[config.mk]
export PLATFORM = sky130hd
export DESIGN_NAME = extIrqDetect
export DESIGN_NICKNAME = d
export VERILOG_FILES = /design/src/rtl/extIrqPkg.sv /design/src/rtl/irqSync.sv /design/src/rtl/extIrqDatapath.sv /design/src/rtl/extIrqControl.sv /design/src/rtl/extIrqDetect.sv
export SDC_FILE = /design/constraint.sdc
export NUM_CORES = 1
export LEC_CHECK = 0
export CORE_MARGIN = 2
export CORE_UTILIZATION = 40
export DETAILED_ROUTE_END_ITERATION = 8
export GPL_TIMING_DRIVEN = 0
export MAX_ROUTING_LAYER = met4
export SETUP_SLACK_MARGIN = 0.15
export SYNTH_ARGS = -nofsm -noshare
export SYNTH_HDL_FRONTEND = slang
export SYNTH_SLANG_ARGS = --single-unit
[constraint.sdc]
create_clock -name clk -period 12.85 [get_ports clk]
set_clock_uncertainty 0.2 [all_clocks]
set_input_delay 2.57 -clock clk [delete_from_list [all_inputs] [get_ports clk]]
set_output_delay 2.57 -clock clk [all_outputs]
set_load 0.02 [all_outputs]
[src/rtl/extIrqPkg.sv]
package extIrqPkg;
  localparam int IDX_W = 4;
  localparam logic [1:0] ADDR_SENSE = 2'd0;
  localparam logic [1:0] ADDR_REQ   = 2'd1;
  localparam logic [1:0] ADDR_PRIO  = 2'd2;
  localparam logic [1:0] ADDR_MASK  = 2'd3;

  typedef struct packed {
    logic             wrSense;
    logic             wrReq;
    logic             wrPrio;
    logic             wrMask;
    logic             ackHit;
    logic [IDX_W-1:0] ackIdx;
  } irqStrobe_t;
endpackage

[src/rtl/irqSync.sv]
module irqSync #(
  parameter int W = 1,
  parameter int STAGES = 2,
  parameter logic [W-1:0] RST_VAL = '0
) (
  input  logic         clk,
  input  logic         rst,
  input  logic [W-1:0] d,
  output logic [W-1:0] q
);
  logic [W-1:0] chain [STAGES];

  always_ff @(posedge clk) begin
    if (rst) begin
      for (int s = 0; s < STAGES; s++) chain[s] <= RST_VAL;
    end else begin
      chain[0] <= d;
      for (int s = 1; s < STAGES; s++) chain[s] <= chain[s-1];
    end
  end

  assign q = chain[STAGES-1];
endmodule

[src/rtl/extIrqDatapath.sv]
module extIrqDatapath
  import extIrqPkg::*;
#(
  parameter int NUM_IRQ = 6,
  parameter int PRIO_W = 4,
  parameter int SYNC_STAGES = 2,
  parameter int HOLD = 2,
  localparam int DATA_W = NUM_IRQ * PRIO_W
) (
  input  logic                clk,
  input  logic                rst,
  input  logic [NUM_IRQ-1:0]  irqPin,
  input  logic [PRIO_W-1:0]   irlPin,
  input  logic [DATA_W-1:0]   wrData,
  input  logic [1:0]          rdAddr,
  input  irqStrobe_t          strobe,
  output logic [DATA_W-1:0]   rdData,
  output logic [NUM_IRQ-1:0]  pend,
  output logic [DATA_W-1:0]   prioVec,
  output logic [PRIO_W-1:0]   maskVal,
  output logic [PRIO_W-1:0]   irlLevel
);
  localparam logic [HOLD-1:0] RUN_MASK = HOLD'((1 << (HOLD - 1)) - 1);

  logic [NUM_IRQ-1:0] syncd;
  logic [PRIO_W-1:0]  irlSyncd;
  logic [NUM_IRQ-1:0] qualVec;
  logic [NUM_IRQ-1:0] senseReg;
  logic [NUM_IRQ-1:0] latchReg;
  logic [NUM_IRQ-1:0] clrVec;
  logic [DATA_W-1:0]  prioReg;
  logic [PRIO_W-1:0]  maskReg;

  irqSync #(.W(NUM_IRQ), .STAGES(SYNC_STAGES), .RST_VAL('0)) uIrqSync (
    .clk(clk), .rst(rst), .d(irqPin), .q(syncd)
  );

  irqSync #(.W(PRIO_W), .STAGES(SYNC_STAGES), .RST_VAL('1)) uIrlSync (
    .clk(clk), .rst(rst), .d(irlPin), .q(irlSyncd)
  );

  // per-line run-length filter: HOLD high samples preceded by a low one
  for (genvar g = 0; g < NUM_IRQ; g++) begin : gLine
    logic [HOLD-1:0] hist;
    always_ff @(posedge clk) begin
      if (rst) hist <= '0;
      else     hist <= (hist << 1) | HOLD'(syncd[g]);
    end
    assign qualVec[g] = syncd[g] && ((hist & RUN_MASK) == RUN_MASK) && !hist[HOLD-1];
  end

  always_comb begin
    clrVec = '0;
    if (strobe.wrReq) clrVec = ~wrData[NUM_IRQ-1:0];
    for (int i = 0; i < NUM_IRQ; i++) begin
      if (strobe.ackHit && strobe.ackIdx == IDX_W'(i)) clrVec[i] = 1'b1;
    end
  end

  always_ff @(posedge clk) begin
    if (rst) begin
      senseReg <= '0;
      latchReg <= '0;
      prioReg  <= '0;
      maskReg  <= '0;
    end else begin
      if (strobe.wrSense) senseReg <= wrData[NUM_IRQ-1:0];
      if (strobe.wrPrio)  prioReg  <= wrData;
      if (strobe.wrMask)  maskReg  <= wrData[PRIO_W-1:0];
      latchReg <= (latchReg & ~clrVec) | (qualVec & senseReg);
    end
  end

  always_comb begin
    for (int i = 0; i < NUM_IRQ; i++) pend[i] = senseReg[i] ? latchReg[i] : syncd[i];
  end

  assign prioVec  = prioReg;
  assign maskVal  = maskReg;
  assign irlLevel = ~irlSyncd;

  always_comb begin
    case (rdAddr)
      ADDR_SENSE: rdData = DATA_W'(senseReg);
      ADDR_REQ:   rdData = DATA_W'(pend);
      ADDR_PRIO:  rdData = prioReg;
      default:    rdData = DATA_W'(maskReg);
    endcase
  end
endmodule

[src/rtl/extIrqControl.sv]
module extIrqControl
  import extIrqPkg::*;
#(
  parameter int NUM_IRQ = 6,
  parameter int PRIO_W = 4,
  localparam int DATA_W = NUM_IRQ * PRIO_W
) (
  input  logic               regWrEn,
  input  logic [1:0]         regAddr,
  input  logic               ack,
  input  logic               standby,
  input  logic [NUM_IRQ-1:0] pend,
  input  logic [DATA_W-1:0]  prioVec,
  input  logic [PRIO_W-1:0]  maskVal,
  input  logic [PRIO_W-1:0]  irlLevel,
  output irqStrobe_t         strobe,
  output logic [PRIO_W-1:0]  intLevel,
  output logic               intReq,
  output logic               wake
);
  logic [PRIO_W-1:0] best;
  logic [IDX_W-1:0]  bestIdx;
  logic              bestHit;
  logic              wakeAny;

  // highest level wins; scanning down with >= hands ties to the lower index
  // and lets any request line beat the encoded bus on equal level
  always_comb begin
    best    = irlLevel;
    bestIdx = '0;
    bestHit = 1'b0;
    wakeAny = 1'b0;
    for (int i = NUM_IRQ - 1; i >= 0; i--) begin
      if (pend[i] && prioVec[i*PRIO_W +: PRIO_W] >= best) begin
        best    = prioVec[i*PRIO_W +: PRIO_W];
        bestIdx = IDX_W'(i);
        bestHit = 1'b1;
      end
      if (pend[i] && prioVec[i*PRIO_W +: PRIO_W] > maskVal) wakeAny = 1'b1;
    end
  end

  always_comb begin
    strobe.wrSense = regWrEn && regAddr == ADDR_SENSE;
    strobe.wrReq   = regWrEn && regAddr == ADDR_REQ;
    strobe.wrPrio  = regWrEn && regAddr == ADDR_PRIO;
    strobe.wrMask  = regWrEn && regAddr == ADDR_MASK;
    strobe.ackHit  = ack && bestHit;
    strobe.ackIdx  = bestIdx;
  end

  assign intLevel = best;
  assign intReq   = best > maskVal;
  assign wake     = standby && wakeAny;
endmodule

[src/rtl/extIrqDetect.sv]
module extIrqDetect
  import extIrqPkg::*;
#(
  parameter int NUM_IRQ = 6,
  parameter int PRIO_W = 4,
  parameter int SYNC_STAGES = 2,
  parameter int HOLD = 2,
  localparam int DATA_W = NUM_IRQ * PRIO_W
) (
  input  logic               clk,
  input  logic               rst,
  input  logic [NUM_IRQ-1:0] irqPin,
  input  logic [PRIO_W-1:0]  irlPin,
  input  logic               regWrEn,
  input  logic [1:0]         regAddr,
  input  logic [DATA_W-1:0]  regWrData,
  output logic [DATA_W-1:0]  regRdData,
  input  logic               ack,
  input  logic               standby,
  output logic [PRIO_W-1:0]  intLevel,
  output logic               intReq,
  output logic               wake
);
  irqStrobe_t         strobe;
  logic [NUM_IRQ-1:0] pend;
  logic [DATA_W-1:0]  prioVec;
  logic [PRIO_W-1:0]  maskVal;
  logic [PRIO_W-1:0]  irlLevel;

  extIrqDatapath #(.NUM_IRQ(NUM_IRQ), .PRIO_W(PRIO_W), .SYNC_STAGES(SYNC_STAGES), .HOLD(HOLD)) uDp (
    .clk(clk), .rst(rst), .irqPin(irqPin), .irlPin(irlPin),
    .wrData(regWrData), .rdAddr(regAddr), .strobe(strobe),
    .rdData(regRdData), .pend(pend), .prioVec(prioVec),
    .maskVal(maskVal), .irlLevel(irlLevel)
  );

  extIrqControl #(.NUM_IRQ(NUM_IRQ), .PRIO_W(PRIO_W)) uCtl (
    .regWrEn(regWrEn), .regAddr(regAddr), .ack(ack), .standby(standby),
    .pend(pend), .prioVec(prioVec), .maskVal(maskVal), .irlLevel(irlLevel),
    .strobe(strobe), .intLevel(intLevel), .intReq(intReq), .wake(wake)
  );
endmodule

==> summary.md, run 1 <==
| Metric | Value |
|---|---|
| Die X | 108.2 um |
| R2r endpoint | uDp.latchReg[4] |
| Die Height | 108.2 um |
| HPWL Detailed | 9.426 mm |
| TritonCTS clock tree | done |
| Final setup viols | 0 |
| CP Max Fanout | 8 |
| Max transition margin | 19.71% |
| Critical-path top delay cell | dfxtp_2 |
| Area growth syn-to-layout | 31.91% |
| Rows | 38 |
| All-Layer GR Usage | 22.57% |
| H-tree depth | 3 |
| Top cell by count, worst path | ha_1 |
| Vias per Instance | 5.318 |
| Status | completed |
| Yosys cell types | 57 |
| Final min period | 12.23 ns |
| DRT antenna net count | 0 |
| Final max-slew violation count | 0 |
| Initial antenna violation count | 0 |
| Mean Syn Cell Area | 8.733 um2 |
| Worst Path Arrival | 9.46 ns |
| Worst Setup Path Type | reg -> out |
| Worst skew pair latency | 0.34 ns |
| Number of max-cap violations | 0 |
| Share of layout cells above drive strength 1 | 15.36% |
| Die ar. | 11700 um2 |
| Main flop type after synthesis | dfxtp_1 |
| Drt first pass iters | 4 |
| GRT overflow | 0 |
| Hold Vio Cnt, Final | 0 |
| Synth Net Count | 585 |
| IO Pins | 71 |
| Root cell of the clock tree | clkbuf_8 |
| Final Wtd Congestion | 0.9121 |
| Cts bufs inserted | 9 |
| Synth Register Bits | 72 |
| Initial DRC Count | 171 |
| # DRC | 0 |
| Least-Margin Pin Slew | 1.202 ns |
| PD cells | 100.2 nW/um2 |
| I/O Buffers | 69 |
| Mapped cell area | 4340 um2 |
| Post-synth EDFFs | 0 |
| Fin cells | 739 |
| Period utilization | 95.21% |
| Starting Density | 40.57% |
| Max Freq | 81.74 MHz |
| Async S/R FF share, synth | 0% |
| Worst-path clk slew | 0.08 ns |
| Static leakage | 2.227 nW |
| Core area | 10700 um2 |
| FF-to-FF path depth | 45 |
| CP delay by family, top | compound AO/OA/AOI/OAI gates |
| WP buf/inv | 4 |
| Design Power | 0.5735 mW |
| WP data required | 10.08 ns |
| WL per Instance | 16.75 um |
| First-pass GRT wire length | 19.73 mm |
| Register-to-register setup slack | 3.39 ns |
| Vias in the first global route | 3754 |
| Placement Cell Area | 5206 um2 |
| Mapped Cells | 497 |
| Crit. End Element | output pin |
| Largest net degree at the start of global routing | 14 |
| Final Cell Area | 5725 um2 |
| Placed Cells | 706 |
| HP Class | reg -> reg |
| Beginning of the worst hold path | uDp.gLine[3].hist[1] |
| CP Launch Type | flip-flop |
| WHS Path Cells | 1 |
| Vias post-DR | 3930 |
| Ant diodes | 0 |
| Worst r2r src | uDp.prioVec[20] |
| Clk sinks | 72 |
| Setup TNS | 0 ns |
| Fill cell count | 1032 |
| Final #Nets | 682 |
| Hold endpoint | uDp.latchReg[3] |
| Yosys warning total | 0 |
| Clk buf depth | 2 |
| RSZ-0062 raised after global routing | false |
| Routed wire length | 12.38 mm |
| Post-synthesis sequential area ratio | 33.21% |
| Worst IR Drop VDD | 0.00009402 V |
| Worst hold slack | 0.2110 ns |
| CP peak stage delay | 0.35 ns |
==> worst max-delay path by stage <==
stage / start / end / slack, ns / cells past startpoint
3_5_place_dp: uDp.prioVec[23] / intReq / -0.83 / 49
5_1_grt: uDp.prioVec[21] / intReq / 0.09 / 51
3_3_place_gp: uDp.prioVec[23] / intReq / -0.71 / 49
2_1_floorplan: uDp.prioVec[20] / intReq / 0.79 / 50
6_report: uDp.prioVec[20] / intReq / 0.62 / 49
4_1_cts: uDp.prioVec[20] / intReq / 0.18 / 51
==> layout by cell type (no fill, tap or decap), types with 4 or more instances in the layout <==
cell type,instances
and2_1,24
mux4_2,4
mux2i_1,15
clkbuf_1,17
dfxtp_1,69
nand2_1,67
o21ai_1,5
clkdlybuf4s50_1,68
nand3_1,8
buf_4,19
o21ai_0,13
a41oi_1,4
a21oi_2,5
nand2b_1,11
clkbuf_8,10
nand4_1,4
mux2_2,5
nor2_1,16
mux2i_2,4
o22ai_1,4
ha_1,45
inv_1,18
or2_2,9
and3_1,4
o211ai_1,9
a21oi_1,34
nor2b_1,32
a21o_1,6
==> synth_stat cells (2+ instances only) <==
cell type / count / area share (%)
and2_1: 25 / 3.6
nor2b_1: 32 / 4.6
a211o_1: 2 / 0.40
a41o_1: 2 / 0.46
nand2b_1: 13 / 1.9
o211a_1: 2 / 0.46
ha_1: 47 / 14
nand2_1: 67 / 5.8
or2_2: 9 / 1.3
dfxtp_1: 72 / 33
nand3_1: 9 / 1.0
nor3b_1: 4 / 0.69
a31oi_1: 4 / 0.58
a41oi_1: 4 / 0.81
a21oi_1: 40 / 4.6
a22oi_1: 2 / 0.35
a21o_1: 6 / 1.0
nand4_1: 4 / 0.58
o21bai_1: 3 / 0.52
o31a_1: 2 / 0.40
nor3_1: 3 / 0.35
mux4_2: 4 / 2.1
clkbuf_1: 17 / 1.5
nor2_1: 18 / 1.6
o31ai_1: 3 / 0.52
inv_1: 18 / 1.6
o211ai_1: 9 / 1.6
and3_1: 4 / 0.58
o22ai_1: 4 / 0.58
mux2i_1: 18 / 4.2
o21ai_1: 4 / 0.46
mux2_2: 6 / 1.6
o21ai_0: 16 / 1.8
==> power breakdown <==
group | switching [mW] | total [mW] | internal (mW)
sequential | 0.00666 | 0.237 | 0.230
clock | 0.0920 | 0.207 | 0.115
combinational | 0.0661 | 0.129 | 0.0631
total | 0.165 | 0.574 | 0.409
==> worst reg2reg max path, delay by kind of cell, from the launching register on <==
family                     cells  cell delay [ns]
AOI/OAI and AO/OA             17             2.80
adders and majority gates      6             1.67
buffers and inverters          4             0.55
DFF                            1             0.35
muxes                          3             0.92
and+or+nand+nor               15             2.85
==> stage by stage <==
| stage | setup WS [ns] | utilization [%] |
|---|---|---|
| finish | 0.6155 | 53.52 |
| global route | 0.08988 | 53.52 |
| CTS | 0.1766 | 51.66 |
| detailed placement | -0.8256 | 48.67 |
| global placement | -0.7141 | 48.67 |
| floorplan | 0.7943 | - |
==> final cells by class <==
class                   instances  area, um2  share of cell area, %
multi-input cells             389       2923                  51.05
flip-flops and latches         72       1445                  25.24
repair buffers                 86      815.8                  14.25
well taps                     140      175.2                  3.059
clock buffers                  10      137.6                  2.404
clock inverters                 6      90.09                  1.573
plain buffers                  18      71.32                  1.246
inverters                      18      67.56                  1.180
==> kinds of logic (layout without fill, tap and decap cells) <==
kind of cell | count (synthesis) | after routing | share of synthesized area (%)
adder cells (fa/ha/maj) | 47 | 47 | 13.55
buffers and inverters | 36 | 138 | 3.142
AND/OR/NAND/NOR | 196 | 196 | 23.38
flip-flops | 72 | 72 | 33.21
AO/OA/AOI/OAI | 117 | 117 | 18.62
multiplexers | 29 | 29 | 8.100
==> registers in the layout, indices dropped and copies added, names as in the netlist <==
name,flops
uDp.uIrlSync.chain,8
uDp.gLine.hist,12
uDp.latchReg,6
uDp.maskVal,4
uDp.prioVec,24
uDp.uIrqSync.chain,12
uDp.senseReg,6
==> routing by layer <==
metal  GRT usage (%)  share of wire (%)  vias up
li1                -                  -     1965
met1           30.77                 48     1866
met2           35.35                 47       83
met3           2.712                3.3       16
met4           6.410                2.1        0
met5               -                  0        -
==> repair_timing <==
| action | 4_1_cts | 5_1_grt |
|---|---|---|
| buffers inserted | 5 | 12 |
| endpoints found under the setup margin | 5 | 5 |
| hold buffers | 0 | 0 |
| gates resized for setup | 17 | 28 |
| pin swaps | 3 | 13 |
(Power assumes the default switching activity.)
==> run 2: changes to the inputs <==
==> constraint.sdc (replaced) <==
create_clock -name clk -period 12.85 [get_ports clk]
set_clock_uncertainty 0.2 [all_clocks]
set_input_delay 2.57 -clock clk [delete_from_list [all_inputs] [get_ports clk]]
set_output_delay 2.57 -clock clk [all_outputs]
set_load 0.005 [all_outputs]
==> run 2 against run 1 <==
Effect of this change:
- design area down 0.13%
- core utilization is 0.070 points lower
- first-iteration DRC count is 3.5% lower
- combinational power shrank 5%
- count of clock-buffer cells in the layout stayed put
- sequential cell count unchanged
- fmax grew 0.33%
- routed wire length is essentially flat
- critical path depth is 1 higher
- sequential share of layout area is 0.077 points higher
- cell count down 0.14%
- sequential power is essentially flat
- highest routed layer unchanged
==> summary.md, run 2 (synthesis gave the netlist of run 1 again) <==
| Metric | Value |
|---|---|
| Dpl ws | -0.7325 ns (+0.09308 ns) |
| Worst skew pair latency | 0.35 ns (about the same) |
| H-tree depth | 3 (unchanged) |
| Final #Nets | 681 (-0.15%) |
| Hold Vio Cnt, Final | 0 (unchanged) |
| Most common cell after layout, fill and taps aside | dfxtp_1 |
| CP Max Fanout | 8 (unchanged) |
| DRT antenna net count | 0 (unchanged) |
| Worst Path Arrival | 9.42 ns (-0.04 ns) |
| Final max-slew violation count | 0 (unchanged) |
| Core area | 10700 um2 (unchanged) |
| Largest net degree at the start of global routing | 14 (unchanged) |
| Root cell of the clock tree | clkbuf_8 |
| Die Height | 108.2 um (unchanged) |
| Die X | 108.2 um (unchanged) |
| Static leakage | 2.221 nW (-0.26%) |
| Commonest non-fill, non-tap cells in the layout | dfxtp_1 (69), clkdlybuf4s50_1 (68), nand2_1 (67) |
| Top cell by count, worst path | ha_1 |
| Die ar. | 11700 um2 (unchanged) |
| Final min period | 12.19 ns (-0.04078 ns) |
| Least-Margin Pin Slew | 1.203 ns (+0.0009279 ns) |
| Ant diodes | 0 (unchanged) |
| Drt first pass iters | 4 (unchanged) |
| I/O Buffers | 69 (unchanged) |
| Vias post-DR | 3926 (-0.10%) |
| Fill cell count | 1026 (-0.58%) |
| # DRC | 0 (unchanged) |
| Cts bufs inserted | 9 (unchanged) |
| IO Pins | 71 (unchanged) |
| Max transition margin | 19.65% (-0.062 points) |
| Status | completed |
| Worst Setup Path Type | reg -> out |
| Area growth syn-to-layout | 31.74% |
| Crit. End Element | output pin |
| Routed wire length | 12.38 mm (about the same) |
| TritonCTS clock tree | done |
| HP Class | reg -> reg |
| Worst hold slack | 0.2139 ns (+0.002916 ns) |
| First-pass GRT wire length | 19.84 mm (+0.59%) |
| Placed Cells | 706 (unchanged) |
| Period utilization | 94.89% (-0.32 points) |
| Max Freq | 82.01 MHz (+0.33%) |
| WP buf/inv | 3 (-1) |
| Vias in the first global route | 3776 (+0.59%) |
| Final Wtd Congestion | 0.9121 (unchanged) |
| Clk buf depth | 2 (unchanged) |
| Starting Density | 40.57% (unchanged) |
| GRT overflow | 0 (unchanged) |
| Initial DRC Count | 165 (-3.5%) |
| Worst setup margin | 0.6563 ns (+0.04078 ns) |
| PD cells | 99.06 nW/um2 (-1.1%) |
| Rows | 38 (unchanged) |
| Fin cells | 738 (-0.14%) |
| Critical-path top delay cell | dfxtp_2 |
| Max FFs per register | 24 (unchanged) |
| CP peak stage delay | 0.37 ns (+0.02 ns) |
| WL per Instance | 16.77 um (+0.13%) |
| WP data required | 10.08 ns (about the same) |
| Worst-path clk slew | 0.08 ns (about the same) |
| Share of layout cells above drive strength 1 | 15.22% (-0.14 points) |
| CP delay by family, top | compound AO/OA/AOI/OAI gates |
| Initial antenna violation count | 0 (unchanged) |
| Final setup viols | 0 (unchanged) |
| Clk sinks | 72 (unchanged) |
| Vias per Instance | 5.320 (about the same) |
| RSZ-0062 raised after global routing | false |
| Worst IR Drop VDD | 0.00009431 V (+0.30%) |
| HPWL Detailed | 9.426 mm (unchanged) |
| CP Launch Type | flip-flop |
| Number of max-cap violations | 0 (unchanged) |
| All-Layer GR Usage | 22.69% (+0.12 points) |
## run 2: what timing repair did
item / in CTS / in global routing
resized for setup: 24 / 18
endpoints found under the hold margin: 0 / 0
hold buffers: 0 / 0
pin swaps: 8 / 10
setup endpoints to repair: 5 / 4
setup buffers: 7 / 9
## run 2: final cells by class
| class | count | area, um2 | share of cell area (%) |
|---|---|---|---|
| buffer | 18 | 71.32 | 1.247 |
| clock buffer | 10 | 137.6 | 2.407 |
| clock inverter | 6 | 90.09 | 1.575 |
| inverter | 18 | 67.56 | 1.182 |
| multi-input combinational | 389 | 2923 | 51.12 |
| sequential | 72 | 1448 | 25.32 |
| tap | 140 | 175.2 | 3.063 |
| timing repair buffer | 85 | 805.8 | 14.09 |
## run 2: routing by layer
layer | GRT usage [%] | wire length, um | up-vias | share of wire, %
met3 | 2.712 | 434 | 18 | 3.5
li1 | - | - | 1962 | -
met4 | 6.410 | 264 | 0 | 2.1
met1 | 30.90 | 5958 | 1866 | 48
met2 | 35.62 | 5719 | 80 | 46
met5 | - | 0 | - | 0
## run 2: worst paths after layout
kind	end	depth (start not counted)	slack, ns	startpoint
min reg2reg	uDp.latchReg[5]	1	0.21	uDp.gLine[5].hist[1]
min	uDp.latchReg[5]	1	0.21	uDp.gLine[5].hist[1]
max	intReq	50	0.66	uDp.prioVec[23]
max reg2reg	uDp.latchReg[4]	46	3.41	uDp.prioVec[23]
## run 2: worst reg2reg max path: cells and delay by family, from the launching register on
family / cells / cell delay, ns
AO/OA/AOI/OAI: 19 / 3.17
adder cells (fa/ha/maj): 6 / 1.67
multiplexers: 2 / 0.64
flip-flops: 1 / 0.37
AND/OR/NAND/NOR: 16 / 2.82
buffers and inverters: 3 / 0.46
## run 2: through the flow
stage | power [mW] | utilization [%] | TNS, ns | instance area (um2)
after floorplan | 0.3051 | - | 0 | 4340
final | 0.5664 | 53.45 | 0 | 5718
after global placement | 0.3480 | 48.67 | -0.6211 | 5206
after CTS | 0.5649 | 52.22 | 0 | 5587
after global routing | 0.5939 | 53.45 | 0 | 5718
after detailed placement | 0.3502 | 48.67 | -0.7325 | 5206
## run 2: where the power goes
| part | internal (mW) | switching (mW) |
|---|---|---|
| clock | 0.115 | 0.0925 |
| sequential | 0.230 | 0.00667 |
| combinational | 0.0619 | 0.0599 |
==> run 3: changes to the inputs <==
--- a/config.mk
+++ b/config.mk
@@ -7,6 +7,7 @@
 export LEC_CHECK = 0
 export CORE_MARGIN = 2
 export CORE_UTILIZATION = 40
+export CTS_BUF_LIST = sky130_fd_sc_hd__clkbuf_4 sky130_fd_sc_hd__clkbuf_8
 export DETAILED_ROUTE_END_ITERATION = 8
 export GPL_TIMING_DRIVEN = 0
 export MAX_ROUTING_LAYER = met4
==> results of run 3 <==
The final DEF is identical to that of run 2; final timing and power are the same.
